## config.mk

```make
export PLATFORM = sky130hd
export DESIGN_NAME = wake_irq_ctrl
export DESIGN_NICKNAME = d
export VERILOG_FILES = /design/src/rtl/wake_irq_pkg.sv /design/src/rtl/wk_edge_det.sv /design/src/rtl/irq_status.sv /design/src/rtl/wake_irq_ctrl.sv
export SDC_FILE = /design/constraint.sdc
export NUM_CORES = 1
export LEC_CHECK = 0
export ABC_AREA = 1
export BUFFER_PORTS_ARGS = -buffer_cell sky130_fd_sc_hd__buf_2
export CAP_MARGIN = 10
export CORE_MARGIN = 8
export CORE_UTILIZATION = 45
export DETAILED_ROUTE_END_ITERATION = 7
export PLACE_DENSITY = 0.67
export SLEW_MARGIN = 20
export SYNTH_ARGS = -nofsm -noshare
export SYNTH_HDL_FRONTEND = slang
export SYNTH_HIERARCHICAL = 1
export SYNTH_SLANG_ARGS = --single-unit
```

## constraint.sdc

```tcl
create_clock -name clk_i -period 1.93 [get_ports clk_i]
set_clock_uncertainty 0.15 [all_clocks]
set_input_delay 0.579 -clock clk_i [delete_from_list [all_inputs] [get_ports clk_i]]
set_output_delay 0.579 -clock clk_i [all_outputs]
set_load 0.01 [all_outputs]
```

## src/rtl/wake_irq_pkg.sv

```systemverilog
package wake_irq_pkg;
  typedef enum logic [2:0] {
    M_NREQ    = 3'd0,
    M_NORMAL  = 3'd1,
    M_STANDBY = 3'd2,
    M_SLEEP   = 3'd3,
    M_EMERG   = 3'd4
  } mode_e;

  localparam logic [2:0] A_LIVE = 3'd0;
  localparam logic [2:0] A_WSTS = 3'd1;
  localparam logic [2:0] A_ESTS = 3'd2;
  localparam logic [2:0] A_MASK = 3'd3;
  localparam logic [2:0] A_OPT  = 3'd4;
endpackage

```

## src/rtl/wk_edge_det.sv

```systemverilog
module wk_edge_det #(
  parameter int SYNC_STAGES = 2
) (
  input  logic       clk_i,
  input  logic       rst_ni,
  input  logic       pin_i,
  input  logic [1:0] opt_i,
  input  logic       en_i,
  output logic       level_o,
  output logic       det_o
);
  logic [SYNC_STAGES-1:0] sync_q;
  logic                   prev_q;
  logic                   rise, fall;

  always_ff @(posedge clk_i or negedge rst_ni) begin
    if (!rst_ni) begin
      sync_q <= '0;
      prev_q <= 1'b0;
    end else begin
      sync_q <= {sync_q[SYNC_STAGES-2:0], pin_i};
      prev_q <= sync_q[SYNC_STAGES-1];
    end
  end

  assign level_o = sync_q[SYNC_STAGES-1];
  assign rise    = level_o & ~prev_q;
  assign fall    = ~level_o & prev_q;
  // opt bit0 = rising, bit1 = falling
  assign det_o   = en_i & ((opt_i[0] & rise) | (opt_i[1] & fall));

  AST_DET_NEEDS_CHANGE: assert property (@(posedge clk_i) disable iff (!rst_ni)
    det_o |=> (prev_q != $past(prev_q)));
endmodule

```

## src/rtl/irq_status.sv

```systemverilog
module irq_status #(
  parameter int W = 4
) (
  input  logic         clk_i,
  input  logic         rst_ni,
  input  logic [W-1:0] set_i,
  input  logic         clr_i,
  output logic [W-1:0] sts_o
);
  logic [W-1:0] sts_q;

  always_ff @(posedge clk_i or negedge rst_ni) begin
    if (!rst_ni) sts_q <= '0;
    else         sts_q <= (clr_i ? '0 : sts_q) | set_i;
  end

  assign sts_o = sts_q;

  AST_FLAG_STICKY: assert property (@(posedge clk_i) disable iff (!rst_ni)
    !clr_i |=> (($past(sts_o) & ~sts_o) == '0));
  AST_SET_SURVIVES: assert property (@(posedge clk_i) disable iff (!rst_ni)
    (|set_i) |=> ((sts_o & $past(set_i)) == $past(set_i)));
endmodule

```

## src/rtl/wake_irq_ctrl.sv

```systemverilog
module wake_irq_ctrl
  import wake_irq_pkg::*;
#(
  parameter int NUM_WAKE    = 4,
  parameter int NUM_EV      = 7,
  parameter int DATA_W      = 8,
  parameter int SYNC_STAGES = 2
) (
  input  logic                clk_i,
  input  logic                rst_ni,
  input  logic [2:0]          mode_i,
  input  logic [NUM_WAKE-1:0] wk_i,
  input  logic [NUM_EV-1:0]   ev_i,
  input  logic [2:0]          addr_i,
  input  logic                wr_i,
  input  logic                rd_i,
  input  logic [DATA_W-1:0]   wdata_i,
  output logic [DATA_W-1:0]   rdata_o,
  output logic                irq_no,
  output logic                wake_req_o
);
  localparam int OPT_W  = 2 * NUM_WAKE;
  localparam int MASK_W = NUM_EV + 1;

  logic [OPT_W-1:0]    opt_q;
  logic [MASK_W-1:0]   mask_q;
  logic [NUM_WAKE-1:0] wk_lvl, wk_det, wk_sts;
  logic [NUM_EV-1:0]   ev_sts;
  logic                det_en, wk_irq_en, clr_w, clr_e, wake_req_q, irq_act;

  assign det_en    = (mode_i == M_NORMAL) || (mode_i == M_STANDBY) || (mode_i == M_SLEEP);
  assign wk_irq_en = (mode_i == M_NORMAL) || (mode_i == M_STANDBY);

  for (genvar i = 0; i < NUM_WAKE; i++) begin : g_pin
    wk_edge_det #(.SYNC_STAGES(SYNC_STAGES)) u_det (
      .clk_i  (clk_i),
      .rst_ni (rst_ni),
      .pin_i  (wk_i[i]),
      .opt_i  (opt_q[2*i +: 2]),
      .en_i   (det_en),
      .level_o(wk_lvl[i]),
      .det_o  (wk_det[i])
    );
  end

  assign clr_w = rd_i && (addr_i == A_WSTS);
  assign clr_e = rd_i && (addr_i == A_ESTS);

  irq_status #(.W(NUM_WAKE)) u_wsts (
    .clk_i (clk_i),
    .rst_ni(rst_ni),
    .set_i (wk_det),
    .clr_i (clr_w),
    .sts_o (wk_sts)
  );

  irq_status #(.W(NUM_EV)) u_ests (
    .clk_i (clk_i),
    .rst_ni(rst_ni),
    .set_i (ev_i),
    .clr_i (clr_e),
    .sts_o (ev_sts)
  );

  always_ff @(posedge clk_i or negedge rst_ni) begin
    if (!rst_ni) begin
      opt_q      <= '0;
      mask_q     <= '0;
      wake_req_q <= 1'b0;
    end else begin
      if (wr_i && addr_i == A_OPT)  opt_q  <= wdata_i[OPT_W-1:0];
      if (wr_i && addr_i == A_MASK) mask_q <= wdata_i[MASK_W-1:0];
      wake_req_q <= (|wk_det) && (mode_i == M_SLEEP);
    end
  end

  assign wake_req_o = wake_req_q;
  assign irq_act = (|(ev_sts & mask_q[NUM_EV-1:0]))
                 | (mask_q[NUM_EV] & wk_irq_en & (|wk_sts));
  assign irq_no  = ~irq_act;

  always_comb begin
    rdata_o = '0;
    case (addr_i)
      A_LIVE: rdata_o[NUM_WAKE-1:0] = wk_lvl;
      A_WSTS: rdata_o[NUM_WAKE-1:0] = wk_sts;
      A_ESTS: rdata_o[NUM_EV-1:0]   = ev_sts;
      A_MASK: rdata_o[MASK_W-1:0]   = mask_q;
      A_OPT:  rdata_o[OPT_W-1:0]    = opt_q;
      default: ;
    endcase
  end

  AST_IDLE_NO_FLAG: assert property (@(posedge clk_i) disable iff (!rst_ni)
    ((mode_i == M_NREQ || mode_i == M_EMERG) && !clr_w) |=> $stable(wk_sts));
  AST_WREQ_IN_SLEEP: assert property (@(posedge clk_i) disable iff (!rst_ni)
    wake_req_o |-> ($past(mode_i) == M_SLEEP));
  AST_WREQ_HAS_FLAG: assert property (@(posedge clk_i) disable iff (!rst_ni)
    wake_req_o |-> (|wk_sts));
  AST_SLEEP_WK_QUIET: assert property (@(posedge clk_i) disable iff (!rst_ni)
    ((mode_i == M_SLEEP) && (ev_sts == '0)) |-> irq_no);
  AST_ALL_MASKED: assert property (@(posedge clk_i) disable iff (!rst_ni)
    (mask_q == '0) |-> irq_no);
endmodule

```

* Yosys cells after proc, flatten, opt, wreduce, memory -nomap -nowiden
Index checks and enable logic that the tools add are counted.
** Operators by class
- Bitwise logic cells :: 39
- Multiplexer cells :: 5
- Equality and inequality tests :: 7
- Reduce and logical (&&, ||, !) cells :: 11
** Operator list (number)
- 1-bit bitwise AND :: 22
- 4-bit case mux with 5 select lines :: 1
- 3-bit by 2-bit equality test with 1-bit output, second input constant :: 4
- 1-bit inverter :: 9
- 3-bit case mux with 3 select lines :: 1
- 4-bit OR reduction :: 2
- 7-bit bitwise AND :: 1
- 7-bit 2-to-1 mux :: 1
- 7-bit OR :: 1
- 7-bit OR reduction :: 1
- 3-bit by 1-bit equality test with 1-bit output, second input constant :: 2
- 1-bit logical AND :: 5
- 1-bit OR :: 5
- 4-bit 2-to-1 mux :: 1
- 4-bit OR :: 1
- 3-bit equality test, second input constant :: 1
- 3-bit zero test :: 1
- 1-bit logical OR :: 2
- 1-bit case mux with 2 select lines :: 1
** Storage, ports and cells
- Register bits after elaboration :: 40
- Input bits :: 29

* Depth between registers and ports, before layout
- Word-level depth :: 7
- Gate-level depth with buffers :: 9
- Gate-level depth less buffers :: 9

* By module
The synthesis kept the hierarchy.
** By module, submodules not included
- wake_irq_ctrl :: cells each 163, times used 1, area an instance 1106.1 um^2, sequential area each 425.4 um^2
- wk_edge_det :: cells each 10, times used 4, area an instance 102.6 um^2, sequential area each 75.1 um^2
- irq_status at u_ests :: cells each 29, times used 1, area an instance 257.7 um^2, sequential area each 175.2 um^2
- irq_status at u_wsts :: cells each 17, times used 1, area an instance 148.9 um^2, sequential area each 100.1 um^2

* Least setup slack after synthesis
No wires, ideal clock.
- Kind :: input to output
- Start point :: input addr_i[1]
- End point :: output rdata_o[5]
- Required time :: 1.201 ns
- Path buffers :: 1
- Arrival :: 1.263 ns
- Setup slack :: -0.062 ns
- Stages on the path :: 6
- Cell sequence :: buf_6 nor2_4 nand2_4 inv_2 nand2_1 nand3_1
** Between the ends
- Cells in the longest elaborated chain, start to end :: 2
- Elaborated cells between the ends (all ways) :: 4
- Classes of those cells :: eq/ne: 3; mux: 1
** RTL lines
- from (decl) :: RTL line wake_irq_ctrl.sv:14 : input logic [2:0] addr_i,
- 3-bit equality test / 3-bit by 2-bit equality test with 1-bit output (equally long branches) :: RTL line wake_irq_ctrl.sv:84 : case (addr_i)
- 3-bit case mux with 3 select lines (*) :: RTL line wake_irq_ctrl.sv:84
- to (decl) :: RTL line wake_irq_ctrl.sv:18 : output logic [DATA_W-1:0] rdata_o,
Every way passes the cells marked *; elsewhere a longest branch is shown, timed or not.

* Final worst setup path
- Start point :: input addr_i[0]
- End point :: output rdata_o[3]
** Between the ends
- Cells in the longest elaborated chain, start to end :: 2
- Elaborated cells between the ends (all ways) :: 6
- Classes of those cells :: eq/ne: 4; mux: 1; reduce/logical: 1
** RTL lines (RTL line)
- 3-bit equality test, or another cell as far along :: wake_irq_ctrl.sv:84
- 4-bit case mux with 5 select lines (*) :: wake_irq_ctrl.sv:84
Marks and branches as above.

==> summary.md <==
| Metric | Value |
|---|---|
| Status | `finished, violations left` |
| Failing checks | `negative setup slack` |
| Synth Instances | `249` |
| Dpl ws | `-209 ps` |
| Inserted Diodes | `0` |
| Remaining global-route overflow | `0` |
| TritonRoute pass-1 iters | `4` |
| Initial core utilization | `47.4%` |
| Via count of the first global-routing pass | `1636` |
| H-tree depth | `2` |
| Share of layout cells above drive strength 1 | `30.4%` |
| # DRC | `0` |
| Power Total | `1.93 mW` |
| Post-synthesis cell area | `1920 sq um` |
| Placed Instances | `343` |
| Commonest non-fill, non-tap cell in the layout | `nand2_1` |
| Synthesized Nets | `278` |
| Largest net degree at the start of global routing | `41` |
| I/O pin cnt | `39` |
| Arr. time, crit path | `1290 ps` |
| LEAKAGE | `1.39 nW` |
| Num CTS Buffers | `5` |
| Post-DP HPWL | `3420 um` |
| Sequential Area | `1000 sq um` |
| Crit Path Class | `in2out` |
| GRT Util Overall | `14.2%` |
| Max_cap viols | `0` |
| Post-CTS Hold Fix Bufs | `0` |
| Final std cells w/o fill | `356` |
| Worst endpoint required time | `1200 ps` |
| DR vias | `1745` |
| Port-buffer cells | `38` |
| Initial antenna violation count | `0` |
| Worst Path Max Fanout | `7` |
| Clk_lat worst skew | `280 ps` |
| Setup ws final | `-88.8 ps` |
| Clock buffer depth | `2` |
| Register area share after synthesis | `52.0%` |
| Fin. Hold Viols | `0` |
| CP Launch Type | `input pin` |
| VDD IR-drop max | `635 uV` |
| Critical Path Start | `addr_i[0]` |
| Max-slew violations | `0` |
| Endpoints failing setup | `9` |
| Synthesized area per cell | `7.72 sq um` |
| Drt wl/cell | `12.8 um` |
| Relative slew slack | `67.5%` |
| Post-route minimum period | `2020 ps` |
| Worst-Margin Slew | `488 ps` |
| Final nets | `335` |
| Die ar. | `6620 sq um` |
| Layout area overhead | `29.7%` |
| Root buf cell | `clkbuf_8` |
| Core Footprint | `4060 sq um` |
| Die width | `81.4 um` |
| Register bit total from synthesis | `40` |
| YS warnings | `6` |
| Final Wtd Congestion | `0.816` |
| 1st-iter DRT viols | `53` |
| Power density of the placed cells | `774 nW/um^2` |
| Clock Pin Slew Worst Setup and Hold Paths | `80 ps` |
| Yosys cell types | `21` |
| First-pass GRT wire length | `7330 um` |
| Cell Rows | `23` |
| Crit end category | `output port` |
| Drt total wl | `4540 um` |
| DR vias/cell | `4.90` |
| RSZ-0062 raised after global routing | `true` |
| Final Cycle Share | `105%` |
| Clk sinks | `40` |
| Filler instances | `380` |
| Worst R2R Start | `g_pin[2].u_det/sync_q[1]` |
| Setup TNS | `-641 ps` |
| Chip Height | `81.4 um` |
| Multi-input gate area | `843 sq um` |
| Min-Delay Path Class | `in2async` |
| FMAX | `495 MHz` |
| CTS tree | `yes` |
| Post-route ant nets | `0` |
| Commonest non-fill, non-tap cells in the layout | `nand2_1 (95), dfrtp_1 (40), buf_2 (32)` |
| WHS | `185 ps` |
[layer usage]
metal | GRT usage (%) | up-vias | wire [um]
li1 | - | 884 | -
met1 | 18.3 | 825 | 2100
met2 | 23.2 | 32 | 2210
met3 | 3.53 | 4 | 199
met4 | 3.75 | 0 | 34
met5 | 0 | - | 0
[final timing paths]
kind | end | slack (ps) | cells after the start
worst max-delay path | rdata_o[3] | -90 | 7
worst min-delay path | opt_q[6] | 190 | 2
worst max register to register | wake_req_o | 700 | 8
worst min register to register | g_pin[1].u_det/sync_q[1] | 200 | 0
max in group asynchronous | u_ests/sts_o[1] | 1100 | 2
min in group clk_i | g_pin[1].u_det/sync_q[1] | 200 | 0
[logic make-up after synthesis]
group / Yosys count / synth area share [%]
and+or+nand+nor: 146 / 33.2
DFF: 40 / 52.0
buffers and inverters: 39 / 8.46
AOI/OAI and AO/OA: 24 / 6.31
[critical path, cell delays in order]
cell	delay [ps]
buf_12	120
nor2_4	190
nand3_1	100
nand2_1	70
nor2_1	50
nand2_1	60
buf_2	120
[what timing repair did]
item / 4_1_cts / 5_1_grt
gates cloned: 2 / 0
pin swaps: 9 / 6
buffers inserted: 3 / 1
setup endpoints to repair: 9 / 9
resized for setup: 24 / 11
[layout make-up]
cell class | instances | area share (%)
multi-input combinational | 171 | 33.8
clock buffer | 5 | 2.76
inverter | 35 | 5.57
tap | 50 | 2.51
timing repair buffer | 52 | 14.5
clock inverter | 2 | 0.502
timing repair inverter | 1 | 0.201
sequential | 40 | 40.1
[through the flow]
stage               utilization (%)  cell area (sq um)
finish                         61.5               2490
global route                   61.5               2490
global placement               55.4               2250
floorplan                         -               1950
detailed placement             55.4               2250
CTS                            60.3               2450
[sequential cells by signal (all words and copies together) (netlist names)]
name,cells
g_pin.u_det/sync_q,8
wake_req_o,1
mask_q,8
opt_q,8
g_pin.u_det/prev_q,4
u_wsts/sts_o,4
u_ests/sts_o,7
[power by group]
| part | leakage (nW) | total (mW) | switching [mW] | internal [mW] |
|---|---|---|---|---|
| logic | 0.889 | 0.384 | 0.218 | 0.166 |
| clock network | 0.0400 | 0.525 | 0.280 | 0.245 |
| registers | 0.461 | 1.02 | 0.0818 | 0.937 |
[cells in the mapped netlist, drive strengths merged]
cell type,count,area share [%]
nand2,102,20
nand4,5,1.6
nand3,17,5.1
inv,34,6.6
nor2,21,5.7
o22ai,1,0.33
dfrtp,40,52
a21oi,6,1.6
clkinv,1,0.26
buf,4,1.6
nor4,1,0.33
o21ai,17,4.4
No activity file was read; power rests on OpenSTA's default activity.
